## config.mk

```make
export PLATFORM = sky130hd
export DESIGN_NAME = udf_extract
export DESIGN_NICKNAME = d
export VERILOG_FILES = /design/src/rtl/udf_pkg.sv /design/src/rtl/udf_cfg_file.sv /design/src/rtl/udf_pos_track.sv /design/src/rtl/udf_slot.sv /design/src/rtl/udf_extract.sv
export SDC_FILE = /design/constraint.sdc
export NUM_CORES = 1
export LEC_CHECK = 0
export BUFFER_PORTS_ARGS = -buffer_cell sky130_fd_sc_hd__clkbuf_2
export CELL_PAD_IN_SITES_DETAIL_PLACEMENT = 1
export CELL_PAD_IN_SITES_GLOBAL_PLACEMENT = 1
export CORE_MARGIN = 2
export CORE_UTILIZATION = 35
export DETAILED_ROUTE_END_ITERATION = 8
export MAX_ROUTING_LAYER = met4
export PLACE_DENSITY = 0.63
export SYNTH_ARGS = -nofsm -noshare
export SYNTH_HDL_FRONTEND = slang
export SYNTH_SLANG_ARGS = --single-unit
export TNS_END_PERCENT = 100
```

## constraint.sdc

```tcl
create_clock -name clk -period 4.1 [get_ports clk]
set_input_delay 1.025 -clock clk [delete_from_list [all_inputs] [get_ports clk]]
set_output_delay 1.025 -clock clk [all_outputs]
set_load 0.01 [all_outputs]
```

## src/rtl/udf_pkg.sv

```systemverilog
package udf_pkg;
   localparam int CFG_W  = 8;
   localparam int OFS_W  = 5;
   localparam int WORD_W = 16;

   typedef enum logic [1:0] {
      ANC_FRAME = 2'd0,
      ANC_RSVD  = 2'd1,
      ANC_L2    = 2'd2,
      ANC_L3    = 2'd3
   } anchor_e;

   function automatic anchor_e cfg_anchor(input logic [CFG_W-1:0] c);
      return anchor_e'(c[6:5]);
   endfunction

   function automatic logic slot_used(input logic [CFG_W-1:0] c);
      return (c != '0) && (cfg_anchor(c) != ANC_RSVD);
   endfunction
endpackage

```

## src/rtl/udf_cfg_file.sv

```systemverilog
module udf_cfg_file
   import udf_pkg::*;
#(
   parameter int NUM_SLOTS = 9,
   parameter int SLOT_W    = 4
) (
   input  logic                              clk,
   input  logic                              rst_n,
   input  logic                              we,
   input  logic [SLOT_W-1:0]                 slot,
   input  logic [CFG_W-1:0]                  wdata,
   output logic [NUM_SLOTS-1:0][CFG_W-1:0]   cfg_o
);
   logic [NUM_SLOTS-1:0][CFG_W-1:0] cfg_q;

   generate
      if (NUM_SLOTS > (1 << SLOT_W)) begin : g_bad_width
         $error("udf_cfg_file: SLOT_W too narrow for NUM_SLOTS");
      end
      for (genvar g = 0; g < NUM_SLOTS; g++) begin : g_slot
         always_ff @(posedge clk or negedge rst_n) begin
            if (!rst_n)
               cfg_q[g] <= '0;
            else if (we && (slot == SLOT_W'(g)))
               cfg_q[g] <= wdata;
         end
      end
   endgenerate

   assign cfg_o = cfg_q;

   assert_bad_slot_ignored_R1: assert property (@(posedge clk) disable iff (!rst_n)
      (we && (32'(slot) >= 32'(NUM_SLOTS))) |=> $stable(cfg_q));
endmodule

```

## src/rtl/udf_pos_track.sv

```systemverilog
module udf_pos_track #(
   parameter int POS_W = 11
) (
   input  logic             clk,
   input  logic             rst_n,
   input  logic             in_valid,
   input  logic             in_sof,
   input  logic             in_eof,
   output logic             beat_o,
   output logic             first_o,
   output logic             last_o,
   output logic [POS_W-1:0] pos_o
);
   localparam logic [POS_W-1:0] POS_MAX = '1;

   logic             in_frame_q;
   logic [POS_W-1:0] cnt_q;

   assign beat_o  = in_valid && (in_sof || in_frame_q);
   assign first_o = beat_o && in_sof;
   assign last_o  = beat_o && in_eof;
   assign pos_o   = in_sof ? '0 : cnt_q;

   always_ff @(posedge clk or negedge rst_n) begin
      if (!rst_n) begin
         in_frame_q <= 1'b0;
         cnt_q      <= '0;
      end else if (beat_o) begin
         in_frame_q <= !in_eof;
         cnt_q      <= (pos_o == POS_MAX) ? POS_MAX : pos_o + 1'b1;
      end
   end

   assert_sof_restart_R11: assert property (@(posedge clk) disable iff (!rst_n)
      (in_valid && in_sof) |=> (cnt_q == POS_W'(1)));
   assert_idle_hold_R10: assert property (@(posedge clk) disable iff (!rst_n)
      !in_valid |=> $stable(cnt_q));
endmodule

```

## src/rtl/udf_slot.sv

```systemverilog
module udf_slot
   import udf_pkg::*;
#(
   parameter int POS_W = 11
) (
   input  logic              clk,
   input  logic              rst_n,
   input  logic [CFG_W-1:0]  cfg,
   input  logic [POS_W-1:0]  l2_end,
   input  logic [POS_W-1:0]  l3_end,
   input  logic              beat,
   input  logic              first,
   input  logic              last,
   input  logic [POS_W-1:0]  pos,
   input  logic [7:0]        byte_in,
   output logic [WORD_W-1:0] data_o,
   output logic              valid_o
);
   localparam int EXT_W = POS_W + 2;

   logic [POS_W-1:0] base;
   logic [EXT_W-1:0] hi_at, lo_at, pos_ext;
   logic [7:0]       hi_q, lo_q, hi_n, lo_n;
   logic             got_hi_q, got_lo_q, got_hi_n, got_lo_n, ok_n;

   always_comb begin
      unique case (cfg_anchor(cfg))
         ANC_L2:  base = l2_end;
         ANC_L3:  base = l3_end;
         default: base = '0;
      endcase
   end

   assign hi_at   = EXT_W'(base) + EXT_W'({cfg[OFS_W-1:0], 1'b0});
   assign lo_at   = hi_at + 1'b1;
   assign pos_ext = EXT_W'(pos);

   always_comb begin
      hi_n     = hi_q;
      lo_n     = lo_q;
      got_hi_n = first ? 1'b0 : got_hi_q;
      got_lo_n = first ? 1'b0 : got_lo_q;
      if (beat && (pos_ext == hi_at)) begin
         hi_n     = byte_in;
         got_hi_n = 1'b1;
      end
      if (beat && (pos_ext == lo_at)) begin
         lo_n     = byte_in;
         got_lo_n = 1'b1;
      end
      ok_n = slot_used(cfg) && got_hi_n && got_lo_n;
   end

   always_ff @(posedge clk or negedge rst_n) begin
      if (!rst_n) begin
         hi_q     <= '0;
         lo_q     <= '0;
         got_hi_q <= 1'b0;
         got_lo_q <= 1'b0;
         data_o   <= '0;
         valid_o  <= 1'b0;
      end else if (beat) begin
         hi_q     <= hi_n;
         lo_q     <= lo_n;
         got_hi_q <= got_hi_n;
         got_lo_q <= got_lo_n;
         if (last) begin
            valid_o <= ok_n;
            data_o  <= ok_n ? {hi_n, lo_n} : '0;
         end
      end
   end

   assert_invalid_reads_zero_R7: assert property (@(posedge clk) disable iff (!rst_n)
      !valid_o |-> (data_o == '0));
endmodule

```

## src/rtl/udf_extract.sv

```systemverilog
module udf_extract
   import udf_pkg::*;
#(
   parameter int  NUM_SLOTS = 9,
   parameter int  POS_W     = 11,
   localparam int SLOT_W    = (NUM_SLOTS > 1) ? $clog2(NUM_SLOTS) : 1
) (
   input  logic                        clk,
   input  logic                        rst_n,
   input  logic                        cfg_we,
   input  logic [SLOT_W-1:0]           cfg_slot,
   input  logic [7:0]                  cfg_wdata,
   input  logic                        in_valid,
   input  logic                        in_sof,
   input  logic                        in_eof,
   input  logic [7:0]                  in_byte,
   input  logic [POS_W-1:0]            l2_end,
   input  logic [POS_W-1:0]            l3_end,
   output logic [WORD_W*NUM_SLOTS-1:0] field_data_o,
   output logic [NUM_SLOTS-1:0]        field_valid_o,
   output logic                        done_o
);
   generate
      if (NUM_SLOTS < 1 || NUM_SLOTS > 32) begin : g_bad_slots
         $error("udf_extract: NUM_SLOTS must be 1..32");
      end
      if (POS_W < 7) begin : g_bad_pos
         $error("udf_extract: POS_W must cover the largest start-of-frame offset");
      end
   endgenerate

   logic [NUM_SLOTS-1:0][CFG_W-1:0] cfg;
   logic             beat, first, last;
   logic [POS_W-1:0] pos;

   udf_cfg_file #(.NUM_SLOTS(NUM_SLOTS), .SLOT_W(SLOT_W)) u_cfg (
      .clk(clk), .rst_n(rst_n), .we(cfg_we), .slot(cfg_slot),
      .wdata(cfg_wdata), .cfg_o(cfg)
   );

   udf_pos_track #(.POS_W(POS_W)) u_pos (
      .clk(clk), .rst_n(rst_n), .in_valid(in_valid), .in_sof(in_sof),
      .in_eof(in_eof), .beat_o(beat), .first_o(first), .last_o(last),
      .pos_o(pos)
   );

   generate
      for (genvar g = 0; g < NUM_SLOTS; g++) begin : g_field
         udf_slot #(.POS_W(POS_W)) u_slot (
            .clk(clk), .rst_n(rst_n), .cfg(cfg[g]),
            .l2_end(l2_end), .l3_end(l3_end),
            .beat(beat), .first(first), .last(last), .pos(pos),
            .byte_in(in_byte),
            .data_o(field_data_o[g*WORD_W +: WORD_W]),
            .valid_o(field_valid_o[g])
         );
      end
   endgenerate

   always_ff @(posedge clk or negedge rst_n) begin
      if (!rst_n) done_o <= 1'b0;
      else        done_o <= last;
   end

   assert_done_after_eof_R9: assert property (@(posedge clk) disable iff (!rst_n)
      done_o |-> $past(in_valid && in_eof));
   assert_results_held_R9: assert property (@(posedge clk) disable iff (!rst_n)
      !done_o |-> ($stable(field_data_o) && $stable(field_valid_o)));
endmodule

```

Yosys cells after proc, flatten, opt, wreduce, memory -nomap -nowiden --
Cells that the tools add are included.
Storage, ports and cells: logic and storage cells 283, output and inout bits 154, input bits 48, flip-flop bits (word level) 400
Operators by class: mux-type cells 74, reductions and logical operators 70, equal/unequal tests 54, add/subtract/negate cells 19
Operator list (count):
- equality test 11 x 13 -> 1 bit | 18
- case mux 11 bit (2 select lines) | 9
- 2-to-1 mux 16 bit | 9
- 2-to-1 mux 8 bit | 18
- adder 13 x 1 -> 13 bit (second input constant) | 9
- adder 11 x 6 -> 12 bit | 9
- nonzero test 8 bit | 9
- logical AND 1 bit | 57
- equality test 2 bit (second input constant) | 18
- 2-to-1 mux 1 bit | 36
- 2-to-1 mux 11 bit | 2
- inequality test 2 x 1 -> 1 bit (second input constant) | 9
- equality test 4 x 3 -> 1 bit (second input constant) | 4
- adder 11 x 1 -> 11 bit (second input constant) | 1
- equality test 11 bit (second input constant) | 1
- equality test 4 x 2 -> 1 bit (second input constant) | 2
- equality test 4 x 1 -> 1 bit (second input constant) | 1
- equality test 4 bit (second input constant) | 1
- logical NOT 4 bit | 1
- AND reduction 2 bit | 1
- logical NOT 1 bit | 1
- logical OR 1 bit | 1

Longest topological paths before layout --
depth in word-level cells 9, depth in mapped cells 20, gate-level depth less buffers 15

Modules after synthesis --
Synthesis repeated with hierarchy kept, for this count alone.
Second synthesis, totals: cell total of the unflattened synthesis 2730, area total of the unflattened synthesis 27123.5 µm²
By module, submodules not included:
- udf_slot at g_field[0].u_slot ... | area each 2570.0 µm², instances 6, cells an instance 279, seq. area each 875.8 µm²
- udf_slot at g_field[7].u_slot ... | area each 2672.6 µm², instances 2, cells an instance 260, seq. area each 875.8 µm²
- udf_cfg_file | area each 2796.4 µm², instances 1, cells an instance 161, seq. area each 1801.7 µm²
- udf_slot at g_field[6].u_slot | area each 2730.1 µm², instances 1, cells an instance 280, seq. area each 875.8 µm²
- udf_pos_track | area each 807.0 µm², instances 1, cells an instance 94, seq. area each 300.3 µm²
- udf_extract | area each 25.0 µm², instances 1, cells an instance 1, seq. area each 25.0 µm²

Worst setup path before layout --
No wires, ideal clock.
path kind input to register, from input port l3_end[1], to register g_field[5].u_slot.data_o[7], data arrival time 4.495 ns, stages on the path 18, slack -0.526 ns, cells stage by stage clkbuf_1 -> mux2i_1 -> nor2_1 -> ha_1 -> inv_1 -> fa_1 -> nand2b_1 -> a21boi_0 -> nor3_1 -> nand4b_1 -> or3_1 -> o21a_1 -> a211o_1 -> a2111o_1 -> buf_6 -> buf_6 -> a32oi_1 -> o21ai_1
On the way: cells in the longest elaborated chain, start to end 8
Ends and longest elaborated chain:
- start, declared | RTL line udf_extract.sv:18 | input logic [POS_W-1:0] l3_end,
- case mux 11 bit (2 select lines) * | RTL line udf_slot.sv:27 | unique case (cfg_anchor(cfg))
- adder 11 x 6 -> 12 bit * | RTL line udf_slot.sv:34 | assign hi_at = EXT_W'(base) + EXT_W'({cfg[OFS_W-1:0], 1'b0});
- adder 13 x 1 -> 13 bit / equality test 11 x 13 -> 1 bit (equally long branches) | RTL line udf_slot.sv:35, udf_slot.sv:43
- equality test 11 x 13 -> 1 bit / logical AND 1 bit (equally long branches) | RTL line udf_slot.sv:47, udf_slot.sv:43
- logical AND 1 bit / 2-to-1 mux 1 bit (equally long branches) | RTL line udf_slot.sv:47, udf_slot.sv:43
- 2-to-1 mux 1 bit / logical AND 1 bit (equally long branches) | RTL line udf_slot.sv:47, udf_slot.sv:51
- logical AND 1 bit | RTL line udf_slot.sv:51 | ok_n = slot_used(cfg) && got_hi_n && got_lo_n;
- 2-to-1 mux 16 bit * | RTL line udf_slot.sv:69 | data_o <= ok_n ? {hi_n, lo_n} : '0;
- end signal, assigned | RTL line udf_slot.sv:69
- end, declared | RTL line udf_slot.sv:16 | output logic [WORD_W-1:0] data_o,
Every way passes the cells marked *; elsewhere a longest branch is shown, timed or not. A chain may end at the register's enable or synchronous reset.

Worst setup path after layout --
from register u_cfg.cfg_q (netlist bit u_cfg.cfg_o[21]), to register g_field[2].u_slot.data_o[11]
On the way: cells in the longest elaborated chain, start to end 9
Ends and longest elaborated chain:
- start, declared | RTL line udf_cfg_file.sv:14 | logic [NUM_SLOTS-1:0][CFG_W-1:0] cfg_q;
- start signal, assigned by index | RTL line udf_cfg_file.sv:25 | cfg_q[g] <= wdata;
- equality test 2 bit | RTL line udf_slot.sv:27
- case mux 11 bit (2 select lines) | RTL line udf_slot.sv:27
- adder 11 x 6 -> 12 bit | RTL line udf_slot.sv:34
- adder 13 x 1 -> 13 bit / equality test 11 x 13 -> 1 bit (equally long branches) | RTL line udf_slot.sv:35, udf_slot.sv:43
- equality test 11 x 13 -> 1 bit / logical AND 1 bit (equally long branches) | RTL line udf_slot.sv:47, udf_slot.sv:43
- logical AND 1 bit / 2-to-1 mux 1 bit (equally long branches) | RTL line udf_slot.sv:47, udf_slot.sv:43
- 2-to-1 mux 1 bit / logical AND 1 bit (equally long branches) | RTL line udf_slot.sv:47, udf_slot.sv:51
- logical AND 1 bit | RTL line udf_slot.sv:51
- 2-to-1 mux 16 bit * | RTL line udf_slot.sv:69
- end signal, assigned | RTL line udf_slot.sv:69
- end, declared | RTL line udf_slot.sv:16
Marked as above.

==> results.txt <==
Sink Count: 400
# DRC: 0
Area of the core: 71600 sq um
Worst Path Required: 4620 ps
Critical path's largest stage delay: 540 ps
HPWL Detailed: 72900 um
Commonest non-fill, non-tap cell in the layout: buf_4
Layout area overhead: 33.5%
Register area share after synthesis: 39.4%
Synth Area per Inst: 9.60 sq um
Ys async rst share: 100%
Crit path max-delay cell type: or4_1
Pwr Total: 16.6 mW
EDFF count, synth: 0
GPL Wtd Cong: 0.922
Number of global-route vias before repair: 25000
R2R Setup Slk: 20 ps
Status: finished, final reports clean
Tightest Pin Transition: 1030 ps
CP cell instances: mux2i_2 -> nor2_1 -> ha_2 -> inv_2 -> fa_2 -> nor2b_2 -> o31a_1 -> o21bai_1 -> mux2i_2 -> or4_1 -> a211oi_2 -> nor2_1 -> a211o_1 -> buf_12 -> a21oi_4 -> buf_12 -> a22o_1
Total grt overflow: 0
Worst-path maximum fanout: 24
Initial Util: 35.4%
Fmax: 245 MHz
Die Area: 74700 sq um
Inst Count DP: 4050
R2R cell count: 17
Worst EP arrival: 4600 ps
Most frequent cells in the layout: buf_4, dfrtp_1, nand2_1, clkbuf_2, mux2_2
Synth top area share: 39.4%
IO buf count: 201
Max Cap Viol: 0
GRT Resource Usage Total: 27.2%
Vias per cell: 5.56
Unrepaired setup endpoints after global routing: yes
DRT iter0 DRCs: 1265
Detailed-route wire length: 101000 um
Initial antenna violation count: 2
CTS tree: built
Die Y: 273 um
CP endpoint kind: register
FF-to-FF Start: u_cfg.cfg_o[21]
Largest net degree at the start of global routing: 94
FF+latch count, synth: 400
Drt first pass iters: 7
Clk root buf: clkbuf_16
Synth unique cells: 108
Wire length of the first global-routing pass: 152000 um
Setup Crit Path Kind: register to register
CTS clock-pin slew for the worst setup and hold paths: 60 ps
Antenna viol nets, final: 0
H-tree levels: 2
Clk_skew: 21.1 ps
Max-slew violation count: 0
Synth Cell Area: 25400 sq um
PD cells: 491 nW/um^2
Fraction of layout cells with a size suffix above 1: 37.6%
Final setup violation count: 0
TNS Setup: 0 ps
Relative slew slack: 30.7%
Synth Flop Type: dfrtp_1
Gate Count Post-Synth: 2644
Leak: 15.5 nW
Worst setup path startpoint: u_cfg.cfg_o[21]
Fin crit period: 4080 ps
Layout net count: 3300
Top Ports: 202
Hold_ws: 469 ps
Period utilization: 99.5%
Synth area leader: dfrtp_1
Syn_nets: 2756
Num CTS Buffers: 47
Top cells by area, synth: dfrtp_1, mux2_2, xnor2_1
Worst IR Drop VDD: 0.324 mV
Crit start category: register
Vias post-DR: 23200
Worst r2r dst: g_field[2].u_slot.data_o[11]
Synth warnings: 0
Layout Cells excl Fill: 4178
DIE WIDTH: 273 um
Worst hold path class: input pin to asynchronous set/reset pin
Clk_lat worst skew: 600 ps
Clock Path Buffers: 3
Final Hold Vio Count: 0
FP Rows: 98
DR WL/cell: 24.2 um
## metal layers
layer,wire length [um],track usage [%]
met4,3300,9.03
met1,43300,33.2
met5,0,-
met3,3260,2.86
met2,51200,47.0
## layout make-up
class	count	area, sq um
fill	8011	37700
timing repair buffer	687	5380
clock buffer	59	1280
tap	950	1190
multi-input combinational	1974	15400
antenna	2	5.00
inverter	78	293
clock inverter	28	297
sequential	400	10000
## per-stage QoR
stage	instance area [sq um]	utilization, %	setup slack (ps)
2_1_floorplan	25900	-	-318
3_3_place_gp	31000	43.2	-744
3_5_place_dp	31000	43.2	-798
4_1_cts	32700	45.6	-18.9
5_1_grt	33900	47.3	-113
6_report	33900	47.3	19.0
## sequential cells by signal (all words and copies together) (netlist names)
signal                   cells
g_field.u_slot.data_o      144
g_field.u_slot.hi_q         72
g_field.u_slot.lo_q         72
u_cfg.cfg_o                 72
u_pos.cnt_q                 11
g_field.u_slot.got_hi_q      9
g_field.u_slot.got_lo_q      9
g_field.u_slot.valid_o       9
done_o                       1
u_pos.in_frame_q             1
## Yosys cell counts (all sizes together), types with 18 or more instances
master / number
o211ai: 56
nand2b: 20
a221o: 19
inv: 76
and3: 20
nand3b: 20
nor4: 32
dfrtp: 400
a21oi: 87
clkbuf: 103
nor2b: 60
nor2: 146
a22o: 43
xnor2: 158
mux2: 199
nand4: 35
buf: 89
ha: 55
nand3: 132
o21ai: 139
nor3: 44
a211oi: 23
xor2: 26
and2: 18
nand2: 271
mux2i: 80
a21o: 31
## logic make-up after synthesis
kind of cell	share of synthesized area, %
AOI/OAI and AO/OA	16.4
muxes	12.0
adders and majority gates	3.46
xor gates and xnor gates	6.76
buffers and inverters	4.70
DFF	39.4
and+or+nand+nor	17.2
## worst max path at each step
stage                                   end
6_report       g_field[2].u_slot.data_o[11]
5_1_grt         g_field[6].u_slot.data_o[4]
3_3_place_gp    g_field[4].u_slot.data_o[6]
4_1_cts        g_field[5].u_slot.data_o[13]
2_1_floorplan   g_field[5].u_slot.data_o[7]
3_5_place_dp    g_field[4].u_slot.data_o[0]
## critical path: cells and delay by family, from the launching register on
family	cells	cell delay (ps)
simple gates	4	870
compound gates	6	1360
mux	2	370
flops	1	460
fa+ha+maj	2	570
buf+inv	3	360
## where the power goes
part	switching, mW	total, mW	internal [mW]
logic	3.78	7.27	3.48
clock network	1.80	4.33	2.54
registers	0.422	5.03	4.61
total	6.00	16.6	10.6
## what timing repair did
action,CTS,global route
setup buffers,2,32
setup endpoints to repair,88,236
cloned,0,5
pin swaps,13,71
gates resized for setup,28,182
hold buffers,0,0
(Power assumes the default switching activity.)
